File: src/rtl/mb_pkg.sv
package mb_pkg;
  localparam int ADR_RING = 0;
  localparam int ADR_DONE = 1;
  localparam int ADR_STAT = 2;
  localparam int ADR_FW   = 3;
  localparam int ADR_LAT  = 4;
  localparam int ADR_CMD  = 8;

  typedef enum logic [7:0] {
    OP_NOP      = 8'h00,
    OP_IDENTIFY = 8'h01,
    OP_RESET    = 8'h02,
    OP_INIT     = 8'h03,
    OP_FW_DL    = 8'h04,
    OP_FW_CTRL  = 8'h05
  } op_e;

  localparam logic [7:0] ST_OK    = 8'h00;
  localparam logic [7:0] ST_BADOP = 8'h21;

  function automatic logic [7:0] status_for(input logic [7:0] op);
    logic [7:0] s;
    s = (op <= 8'(OP_FW_CTRL)) ? ST_OK : ST_BADOP;
    return s;
  endfunction
endpackage

File: src/rtl/mb_regs.sv
module mb_regs #(
  parameter int DATA_W    = 32,
  parameter int ADDR_W    = 6,
  parameter int CMD_WORDS = 4,
  parameter int LAT_W     = 16,
  parameter int DEF_LAT   = 4
) (
  input  logic                        clk,
  input  logic                        rst_n,
  input  logic                        wr_en,
  input  logic [ADDR_W-1:0]           addr,
  input  logic [DATA_W-1:0]           wdata,
  output logic [CMD_WORDS*DATA_W-1:0] cmd_flat,
  output logic [LAT_W-1:0]            lat_q,
  output logic                        ring_q,
  output logic                        cmd_zero,
  output logic                        start_req,
  output logic                        done_clr
);
  import mb_pkg::*;

  logic hit_ring, hit_done, hit_lat;
  assign hit_ring  = wr_en && (addr == ADDR_W'(ADR_RING));
  assign hit_done  = wr_en && (addr == ADDR_W'(ADR_DONE));
  assign hit_lat   = wr_en && (addr == ADDR_W'(ADR_LAT));
  assign start_req = hit_ring && wdata[0];
  assign done_clr  = hit_done && !wdata[0];
  assign cmd_zero  = ~|cmd_flat;

  always_ff @(posedge clk or negedge rst_n) begin
    if (!rst_n) begin
      ring_q <= 1'b0;
      lat_q  <= LAT_W'(DEF_LAT);
    end else begin
      if (hit_ring) ring_q <= wdata[0];
      if (hit_lat)  lat_q  <= wdata[LAT_W-1:0];
    end
  end

  for (genvar g = 0; g < CMD_WORDS; g++) begin : g_word
    logic hit_w;
    assign hit_w = wr_en && (addr == ADDR_W'(ADR_CMD + g));
    always_ff @(posedge clk or negedge rst_n) begin
      if (!rst_n) cmd_flat[g*DATA_W +: DATA_W] <= '0;
      else if (hit_w) cmd_flat[g*DATA_W +: DATA_W] <= wdata;
    end
  end
endmodule

File: src/rtl/mb_seq.sv
module mb_seq #(
  parameter int LAT_W = 16
) (
  input  logic             clk,
  input  logic             rst_n,
  input  logic             start_req,
  input  logic             done_clr,
  input  logic [7:0]       opcode_in,
  input  logic [LAT_W-1:0] lat_in,
  input  logic             ring_q,
  input  logic             cmd_zero,
  output logic             busy,
  output logic [7:0]       op_q,
  output logic             done_q,
  output logic [7:0]       status_q,
  output logic             fw_restart
);
  import mb_pkg::*;

  logic [LAT_W-1:0] cnt_q;
  logic             abandon, complete;

  assign abandon    = busy && !ring_q && cmd_zero;
  assign complete   = busy && !abandon && (cnt_q == '0);
  assign fw_restart = complete && (op_q == 8'(OP_FW_CTRL));

  always_ff @(posedge clk or negedge rst_n) begin
    if (!rst_n) begin
      busy     <= 1'b0;
      cnt_q    <= '0;
      op_q     <= '0;
      done_q   <= 1'b0;
      status_q <= ST_OK;
    end else begin
      if (busy) begin
        if (abandon) begin
          busy <= 1'b0;
        end else if (complete) begin
          busy     <= 1'b0;
          done_q   <= 1'b1;
          status_q <= status_for(op_q);
        end else begin
          cnt_q <= cnt_q - 1'b1;
        end
      end else if (start_req) begin
        busy   <= 1'b1;
        op_q   <= opcode_in;
        cnt_q  <= lat_in;
        done_q <= 1'b0;
      end
      if (done_clr && !complete) done_q <= 1'b0;
    end
  end
endmodule

File: src/rtl/mb_fwstat.sv
module mb_fwstat #(
  parameter int GEN_W = 3
) (
  input  logic       clk,
  input  logic       rst_n,
  input  logic       restart,
  input  logic       halted,
  output logic [7:0] fw_byte
);
  localparam int GEN_LSB = 4;
  logic [GEN_W-1:0] gen_q;

  always_ff @(posedge clk or negedge rst_n) begin
    if (!rst_n) gen_q <= '0;
    else if (restart) gen_q <= gen_q + 1'b1;
  end

  always_comb begin
    fw_byte = '0;
    fw_byte[0] = !halted;
    fw_byte[GEN_LSB +: GEN_W] = gen_q;
  end
endmodule

File: src/rtl/dev_cmd_mailbox.sv
module dev_cmd_mailbox #(
  parameter int DATA_W    = 32,
  parameter int ADDR_W    = 6,
  parameter int CMD_WORDS = 4,
  parameter int LAT_W     = 16,
  parameter int DEF_LAT   = 4,
  parameter int GEN_W     = 3
) (
  input  logic              clk,
  input  logic              rst_n,
  input  logic [ADDR_W-1:0] reg_addr,
  input  logic [DATA_W-1:0] reg_wdata,
  input  logic              reg_wr,
  input  logic              reg_rd,
  output logic [DATA_W-1:0] reg_rdata
);
  import mb_pkg::*;

  logic [CMD_WORDS*DATA_W-1:0] cmd_flat;
  logic [LAT_W-1:0]            lat_q;
  logic                        ring_q, cmd_zero, start_req, done_clr;
  logic                        seq_busy, seq_done, fw_restart;
  logic [7:0]                  seq_op, seq_status, fw_byte;
  logic [DATA_W-1:0]           rd_mux;

  mb_regs #(.DATA_W(DATA_W), .ADDR_W(ADDR_W), .CMD_WORDS(CMD_WORDS),
            .LAT_W(LAT_W), .DEF_LAT(DEF_LAT)) u_regs (
    .clk(clk), .rst_n(rst_n), .wr_en(reg_wr), .addr(reg_addr),
    .wdata(reg_wdata), .cmd_flat(cmd_flat), .lat_q(lat_q),
    .ring_q(ring_q), .cmd_zero(cmd_zero), .start_req(start_req),
    .done_clr(done_clr));

  mb_seq #(.LAT_W(LAT_W)) u_seq (
    .clk(clk), .rst_n(rst_n), .start_req(start_req), .done_clr(done_clr),
    .opcode_in(cmd_flat[7:0]), .lat_in(lat_q), .ring_q(ring_q),
    .cmd_zero(cmd_zero), .busy(seq_busy), .op_q(seq_op),
    .done_q(seq_done), .status_q(seq_status), .fw_restart(fw_restart));

  mb_fwstat #(.GEN_W(GEN_W)) u_fw (
    .clk(clk), .rst_n(rst_n), .restart(fw_restart),
    .halted(seq_busy && (seq_op == 8'(OP_FW_CTRL))), .fw_byte(fw_byte));

  always_comb begin
    rd_mux = '0;
    if (reg_addr == ADDR_W'(ADR_RING))      rd_mux = DATA_W'(ring_q);
    else if (reg_addr == ADDR_W'(ADR_DONE)) rd_mux = DATA_W'(seq_done);
    else if (reg_addr == ADDR_W'(ADR_STAT)) rd_mux = DATA_W'(seq_status);
    else if (reg_addr == ADDR_W'(ADR_FW))   rd_mux = DATA_W'(fw_byte);
    else if (reg_addr == ADDR_W'(ADR_LAT))  rd_mux = DATA_W'(lat_q);
    for (int i = 0; i < CMD_WORDS; i++) begin
      if (reg_addr == ADDR_W'(ADR_CMD + i)) rd_mux = cmd_flat[i*DATA_W +: DATA_W];
    end
  end

  always_ff @(posedge clk or negedge rst_n) begin
    if (!rst_n) reg_rdata <= '0;
    else if (reg_rd) reg_rdata <= rd_mux;
  end
endmodule

File: config.mk
export PLATFORM = sky130hd
export DESIGN_NAME = dev_cmd_mailbox
export DESIGN_NICKNAME = d
export VERILOG_FILES = /design/src/rtl/mb_pkg.sv /design/src/rtl/mb_regs.sv /design/src/rtl/mb_seq.sv /design/src/rtl/mb_fwstat.sv /design/src/rtl/dev_cmd_mailbox.sv
export SDC_FILE = /design/constraint.sdc
export NUM_CORES = 1
export LEC_CHECK = 0
export CAP_MARGIN = 20
export CORE_ASPECT_RATIO = 0.8
export CORE_MARGIN = 2
export CORE_UTILIZATION = 45
export DETAILED_ROUTE_END_ITERATION = 8
export HOLD_SLACK_MARGIN = 0.05
export PLACE_DENSITY = 0.71
export SLEW_MARGIN = 20
export SYNTH_ARGS = -nofsm -noshare
export SYNTH_HDL_FRONTEND = slang
export SYNTH_SLANG_ARGS = --single-unit
export TNS_END_PERCENT = 10
File: constraint.sdc
create_clock -name clk -period 3.6 [get_ports clk]
set_clock_uncertainty 0.2 [all_clocks]
set_input_delay 0.72 -clock clk [delete_from_list [all_inputs] [get_ports clk]]
set_output_delay 0.72 -clock clk [all_outputs]
set_load 0.05 [all_outputs]
==> results of run 1 <==
flip-flops by register name (all words and copies together), names as in the netlist:
register,flops
u_seq.done_q,1
reg_rdata,32
u_seq.busy,1
u_regs.cmd_flat,128
u_fw.gen_q,3
u_seq.cnt_q,16
u_seq.op_q,8
u_regs.ring_q,1
u_regs.lat_q,16
u_seq.status_q,1
cell type report:
class,count,area [um2],area share
tap,269,337,0.0298
inverter,23,86.3,0.00764
timing repair buffer,101,960,0.0850
multi-input combinational,479,4010,0.355
sequential,207,5180,0.459
clock buffer,31,626,0.0554
clock inverter,9,97.6,0.00864
per-stage QoR:
stage	setup WS [ps]	cell area, um2
finish	751	11300
global route	649	11300
CTS	777	11300
detailed placement	417	10600
global placement	457	10600
floorplan	938	9460
worst reg2reg max path, stage by stage (launching register included):
cell	delay [ps]
sky130_fd_sc_hd__dfrtp_1	410
sky130_fd_sc_hd__inv_1	80
sky130_fd_sc_hd__ha_1	200
sky130_fd_sc_hd__or3b_4	410
sky130_fd_sc_hd__or4_4	490
sky130_fd_sc_hd__nor3_4	230
sky130_fd_sc_hd__nand2_4	140
sky130_fd_sc_hd__and3_4	250
sky130_fd_sc_hd__a221o_1	320
where the power goes:
part,internal (mW),switching [mW],total (mW)
clock,1.36,0.924,2.28
sequential,2.63,0.303,2.94
combinational,0.448,0.419,0.867
worst paths after layout:
check / to / slack (ps) / startpoint
max: u_seq.cnt_q[6] / 750 / u_seq.cnt_q[0]
min: u_seq.done_q / 50 / rst_n
max reg2reg: u_seq.cnt_q[6] / 750 / u_seq.cnt_q[0]
min reg2reg: u_seq.op_q[6] / 270 / u_seq.op_q[6]
max in group asynchronous: u_regs.lat_q[2] / 2240 / rst_n
min in group clk: u_seq.op_q[6] / 270 / u_seq.op_q[6]
cells by family after synthesis:
kind of cell             count (synthesis)
buffers and inverters                   72
flip-flops                             207
AND/OR/NAND/NOR                        191
AO/OA/AOI/OAI                          108
XOR/XNOR                                 2
adder cells (fa/ha/maj)                  2
multiplexers                           176
Yosys cell counts (8+ instances only):
master,count
sky130_fd_sc_hd__a21oi_1,9
sky130_fd_sc_hd__a222oi_1,13
sky130_fd_sc_hd__a22oi_1,13
sky130_fd_sc_hd__a31oi_1,19
sky130_fd_sc_hd__buf_1,16
sky130_fd_sc_hd__clkbuf_1,32
sky130_fd_sc_hd__dfrtp_1,206
sky130_fd_sc_hd__inv_1,23
sky130_fd_sc_hd__mux2_2,151
sky130_fd_sc_hd__mux2i_1,8
sky130_fd_sc_hd__mux4_2,17
sky130_fd_sc_hd__nand2_1,46
sky130_fd_sc_hd__nand3_1,26
sky130_fd_sc_hd__nand4_1,12
sky130_fd_sc_hd__nor2_1,38
sky130_fd_sc_hd__nor3_1,9
sky130_fd_sc_hd__nor4_1,34
sky130_fd_sc_hd__o21ai_0,24
layer usage:
metal | vias up | track usage | share of wire
met5 | - | 0 | 0
met4 | 0 | 0.0517 | 0.020
met3 | 38 | 0.0362 | 0.059
met2 | 230 | 0.330 | 0.45
met1 | 3519 | 0.337 | 0.47
li1 | 3036 | - | -
==> PnR_summary.wiki, run 1 <==
{| class="wikitable"
! Metric !! Value
|-
| Total wirelength of the detailed-routed design || 23.8 mm
|-
| Total number of H-tree levels || 1
|-
| Buffers inserted during post-CTS setup optimization || 0
|-
| Commonest non-fill, non-tap cells in the layout || sky130_fd_sc_hd__dfrtp_1, sky130_fd_sc_hd__mux2_2, sky130_fd_sc_hd__clkdlybuf4s50_1, sky130_fd_sc_hd__nand2_1, sky130_fd_sc_hd__nor2_1
|-
| Largest buffer count on any clock path || 3
|-
| Count of buffer and inverter cells on the critical path || 1
|-
| Slew margin rel. || 0.415
|-
| Share of final-layout standard cells stronger than drive strength 1 || 0.294
|-
| I/O Pins || 74
|-
| Number of storage elements in the synthesis netlist || 207
|-
| Routed length per placed instance || 21.3 um
|-
| Starting DRT DRC Count || 594
|-
| Final weighted congestion in routability-driven placement || 0.828
|-
| Parity-gate share of the synthesized area counting xor and xnor cells || 0.00185
|-
| Leakage power || 5.06 nW
|-
| Longest individual stage delay on the worst path || 490 ps
|-
| Maximum clock frequency || 351 MHz
|-
| Slowest-stage cell, CP || sky130_fd_sc_hd__or4_4
|-
| Final Max Tran Viols || 0
|-
| Antenna-violating nets left || 0
|-
| DRC Markers || 0
|-
| Number of antenna repair diodes || 0
|-
| Initial cell density of the core || 0.458
|-
| Share of the synthesized area in the top cell type || 0.545
|-
| Critical path required time || 3790 ps
|-
| Clk root buf || sky130_fd_sc_hd__clkbuf_16
|-
| Number of global-route vias before repair || 6695
|-
| Multiplexer area fraction after synthesis || 0.229
|-
| CTS clk-pin slew, worst paths || 60 ps
|-
| Antenna violations before repair || 0
|-
| Share of flip-flops with an asynchronous set or reset || 1.00
|-
| Share of synthesized cell area in and, or, nand and nor gates || 0.107
|-
| Compound-cell area share of the yosys netlist || 0.0828
|-
| Element type at the critical path end || register
|-
| Avg Vias per Cell || 6.10
|-
| Maximum fanout along the worst path || 9
|-
| Highest ir drop seen on vdd || 0.000338 V
|-
| Number of failing hold endpoints at the final stage || 0
|-
| TritonCTS Sinks || 207
|-
| Main combinational cell family by area after synthesis || multiplexers
|-
| Transition time of the tightest slew-check pin || 878 ps
|-
| Total power of the final layout || 6.08 mW
|-
| Kind of launch point of the worst setup path || register
|-
| Synth area leaders || sky130_fd_sc_hd__dfrtp_1, sky130_fd_sc_hd__mux2_2, sky130_fd_sc_hd__mux4_2
|-
| Placed wire-length estimate after detailed placement || 16.0 mm
|-
| Hold WC Path Type || input port to asynchronous set/reset pin
|-
| Clock period minus final worst setup slack || 2850 ps
|-
| Final worst path period share || 0.791
|-
| Family of cells with the greatest summed delay on the critical path || simple AND/OR/NAND/NOR gates
|-
| Y dimension of the die || 134 um
|-
| Placed Cells incl. Taps || 1079
|-
| Fillers || 1706
|-
| CORE AREA || 20600 um2
|-
| Largest area contributor in the netlist || sky130_fd_sc_hd__dfrtp_1
|-
| Levels on crit path || 8
|-
| Die Wd || 166 um
|-
| Worst path arrival time || 3040 ps
|-
| WS Path Type || register to register
|-
| Post-synth net total || 802
|-
| Synth unique cells || 60
|-
| # nets final || 878
|-
| Pin count of the biggest net entering global routing || 80
|-
| Count of synthesis-stage warnings from yosys || 0
|-
| Total global routing overflow || 0
|-
| TritonCTS clock tree || done
|-
| Final hold slack || 53.1 ps
|-
| TritonCTS Buffers || 22
|-
| Area growth from synthesis to final layout || 19.4%
|-
| Worst reg-to-reg path cell count || 8
|-
| Number of detailed-routing iterations run before antenna repair || 8
|-
| Max-cap check violation count || 0
|-
| Util after Layout || 0.547
|-
| Run status || complete, no violations
|-
| RSZ-0062 raised after global routing || no
|-
| Total standard cell area after synthesis || 9460 um2
|-
| DIE AREA || 22200 um2
|-
| Wire length of the first global-routing pass || 38.8 mm
|-
| Later-pin clock latency in the skew report || 510 ps
|-
| Total power divided by cell area || 539 nW/um2
|-
| Endpoints failing setup || 0
|-
| Syn Area/Cell || 12.5 um2
|-
| Prevailing post-synth register cell || sky130_fd_sc_hd__dfrtp_1
|-
| Number of gates resized after CTS || 0
|-
| Adder and majority cell fraction of the synthesized area || 0.00265
|-
| EDFF count, synth || 0
|-
| Portion of the post-synthesis area used by sequential elements || 0.548
|-
| Crit-path cells || inv_1 -> ha_1 -> or3b_4 -> or4_4 -> nor3_4 -> nand2_4 -> and3_4 -> a221o_1
|-
| Leading cell type in the layout, fill and taps excluded || sky130_fd_sc_hd__dfrtp_1
|-
| Cell row count || 47
|-
| Via count || 6823
|-
| GR Util All Layers || 0.220
|-
| Port Buf Inserts || 73
|-
| Count of mapped cells out of synthesis || 758
|-
| Layout Cells excl Fill || 1119
|-
| Hold_buf cts || 0
|-
| Setup TNS || 0 ps
|}
No activity file was read; power rests on OpenSTA's default activity.
==> run 2, diff against run 1 <==
==> constraint.sdc (replaced) <==
create_clock -name clk -period 2.85 [get_ports clk]
set_clock_uncertainty 0.2 [all_clocks]
set_input_delay 0.57 -clock clk [delete_from_list [all_inputs] [get_ports clk]]
set_output_delay 0.57 -clock clk [all_outputs]
set_load 0.05 [all_outputs]
==> run 2 against run 1 <==
Fmax decreased by 0.39%. Utilization is 1.9 points higher. Power is 30% higher. Sequential cell count stayed put. The flow now finishes with violations (setup timing). Sequential share of layout area shrank 1.6 points. Critical endpoint is now u_seq.cnt_q[9]. Worst setup slack worse by 760 ps. Die area is the same. Final area up 3.5%. Worst hold slack improved by 220 ps. First-iteration DRC count is 11% higher. Combinational power increased by 36%. Sequential power up 27%.
==> PnR_summary.wiki, run 2 (synthesized netlist as in run 1, its figures left out) <==
{| class="wikitable"
! Metric !! Value
|-
| Run status || complete, but fails checks
|-
| Violations in the final reports || setup timing
|-
| Total wirelength of the detailed-routed design || 24.7 mm
|-
| Critical path required time || 3040 ps
|-
| Share of final-layout standard cells stronger than drive strength 1 || 0.325
|-
| Wire length of the first global-routing pass || 39.1 mm
|-
| Routed length per placed instance || 21.5 um
|-
| Flip-flop count of the largest register, all copies and words added || 128
|-
| Sequential standard cell area || 5180 um2
|-
| TritonCTS Buffers || 22
|-
| CTS clk-pin slew, worst paths || 60 ps
|-
| Kind of launch point of the worst setup path || register
|-
| Leakage power || 5.25 nW
|-
| Total power divided by cell area || 674 nW/um2
|-
| Number of failing hold endpoints at the final stage || 0
|-
| Worst path arrival time || 3050 ps
|-
| Port Buf Inserts || 73
|-
| Element type at the critical path end || register
|-
| Number of detailed-routing iterations run before antenna repair || 8
|-
| Highest ir drop seen on vdd || 0.000484 V
|-
| Critical register-to-register path endpoint || u_seq.cnt_q[9]
|-
| Worst reg2reg startpoint || u_seq.cnt_q[0]
|-
| Slew margin rel. || 0.552
|-
| Maximum clock frequency || 350 MHz
|-
| GR Util All Layers || 0.223
|-
| Avg Vias per Cell || 6.01
|-
| Top Registers || u_regs.cmd_flat x128, reg_rdata x32
|-
| Clock period minus final worst setup slack || 2860 ps
|-
| Top reg by flops || u_regs.cmd_flat
|-
| Commonest non-fill, non-tap cells in the layout || sky130_fd_sc_hd__dfrtp_1, sky130_fd_sc_hd__mux2_2, sky130_fd_sc_hd__clkdlybuf4s50_1, sky130_fd_sc_hd__nand2_1, sky130_fd_sc_hd__buf_4
|-
| Final Max Tran Viols || 0
|-
| Antenna-violating nets left || 0
|-
| Setup TNS || -13.5 ps
|-
| Y dimension of the die || 134 um
|-
| Leading cell type in the layout, fill and taps excluded || sky130_fd_sc_hd__dfrtp_1
|-
| I/O Pins || 74
|-
| Placement Setup Slack || -43.7 ps
|-
| CP startpoint || u_seq.cnt_q[0]
|-
| RSZ-0062 raised after global routing || yes
|-
| Transition time of the tightest slew-check pin || 671 ps
|-
| CORE AREA || 20600 um2
|-
| Initial cell density of the core || 0.458
|-
| WS Path Type || register to register
|-
| Total number of H-tree levels || 1
|-
| Number of antenna repair diodes || 0
|-
| Endpoints failing setup || 2
|-
| # nets final || 906
|-
| Area of the multi-input gates || 4060 um2
|-
| Total global routing overflow || 0
|-
| Clk root buf || sky130_fd_sc_hd__clkbuf_16
|-
| Worst reg-to-reg path cell count || 9
|-
| Number of global-route vias before repair || 6639
|-
| Hold WC Path Type || register to register
|-
| Maximum fanout along the worst path || 6
|-
| Max-cap check violation count || 0
|-
| TritonCTS clock tree || done
|-
| Final weighted congestion in routability-driven placement || 0.847
|-
| Cell row count || 47
|-
| Later-pin clock latency in the skew report || 510 ps
|-
| Final worst path period share || 1.00
|-
| Placed wire-length estimate after detailed placement || 16.9 mm
|-
| Largest buffer count on any clock path || 3
|-
| DIE AREA || 22200 um2
|-
| Worst setup margin || -10.2 ps
|-
| Via count || 6891
|-
| Fillers || 1680
|-
| DRC Markers || 0
|-
| Die Wd || 166 um
|-
| Worst reg2reg setup slack || -10 ps
|-
| Area growth from synthesis to final layout || 23.6%
|-
| Worst Setup EP || u_seq.cnt_q[9]
|-
| Pin count of the biggest net entering global routing || 64
|-
| Starting DRT DRC Count || 658
|-
| TritonCTS Sinks || 207
|-
| Antenna violations before repair || 0
|}
==> run 2: cell count changes in the layout (fill, tap and decap cells not counted), sizes merged <==
cell and change:
clkinv -5, buf +27, clkbuf +3, dlygate4sd3 +1
inv +1
==> run 2: area by class of cell <==
type                       count  area share
clock inverter                 5     0.00695
clock buffer                  34      0.0579
sequential                   207       0.443
multi-input combinational    479       0.347
tap                          269      0.0288
inverter                      23     0.00738
timing repair buffer         129       0.109
==> run 2: power by group <==
group          leakage, nW  total, mW  internal (mW)  switching (mW)
clock network        0.369       2.99           1.82            1.17
registers             2.73       3.72           3.33           0.392
logic                 2.15       1.18          0.617           0.560
total                 5.25       7.88           5.76            2.13
==> run 2: how the worst min path moves through the flow <==
stage,start,to,depth (start not counted)
global route,u_seq.op_q[5],u_seq.op_q[5],2
floorplan,rst_n,reg_rdata[0],0
CTS,u_seq.op_q[5],u_seq.op_q[5],2
detailed placement,u_seq.op_q[5],u_seq.op_q[5],2
finish,u_seq.op_q[5],u_seq.op_q[5],2
global placement,u_seq.op_q[5],u_seq.op_q[5],2
==> run 2: per-stage QoR <==
step                      instances  instance area (um2)  power [mW]  utilization  hold WS [ps]
final                          1146                11700        7.88        0.567           272
after global routing           1146                11700        8.22        0.567           295
after CTS                      1138                11600        7.86        0.561           274
after detailed placement       1098                10800        4.87        0.524           259
after global placement         1098                10800        4.83        0.524           252
after floorplan                 758                 9460        4.38            -          74.4
==> run 2: repair_timing <==
item,4_1_cts,5_1_grt
setup buffers,0,8
resized for setup,0,14
hold buffers,1,0
hold endpoints to repair,57,0
setup endpoints to repair,0,12
==> run 2: routing by layer <==
layer,part of all wire,vias to the layer above,track usage
met2,0.45,214,0.330
met5,0,-,0
li1,-,3080,-
met4,0.015,0,0.0440
met1,0.48,3566,0.348
met3,0.056,31,0.0380
==> run 2: worst max-delay path, cell delays in order, from the launching register on <==
cell                      delay, ps
sky130_fd_sc_hd__dfrtp_1        420
sky130_fd_sc_hd__inv_2           80
sky130_fd_sc_hd__ha_4           130
sky130_fd_sc_hd__or3b_4         390
sky130_fd_sc_hd__or4_4          540
sky130_fd_sc_hd__nor3_4         280
sky130_fd_sc_hd__nand2_4        120
sky130_fd_sc_hd__and3_4         220
sky130_fd_sc_hd__buf_6          130
sky130_fd_sc_hd__o31a_1         230
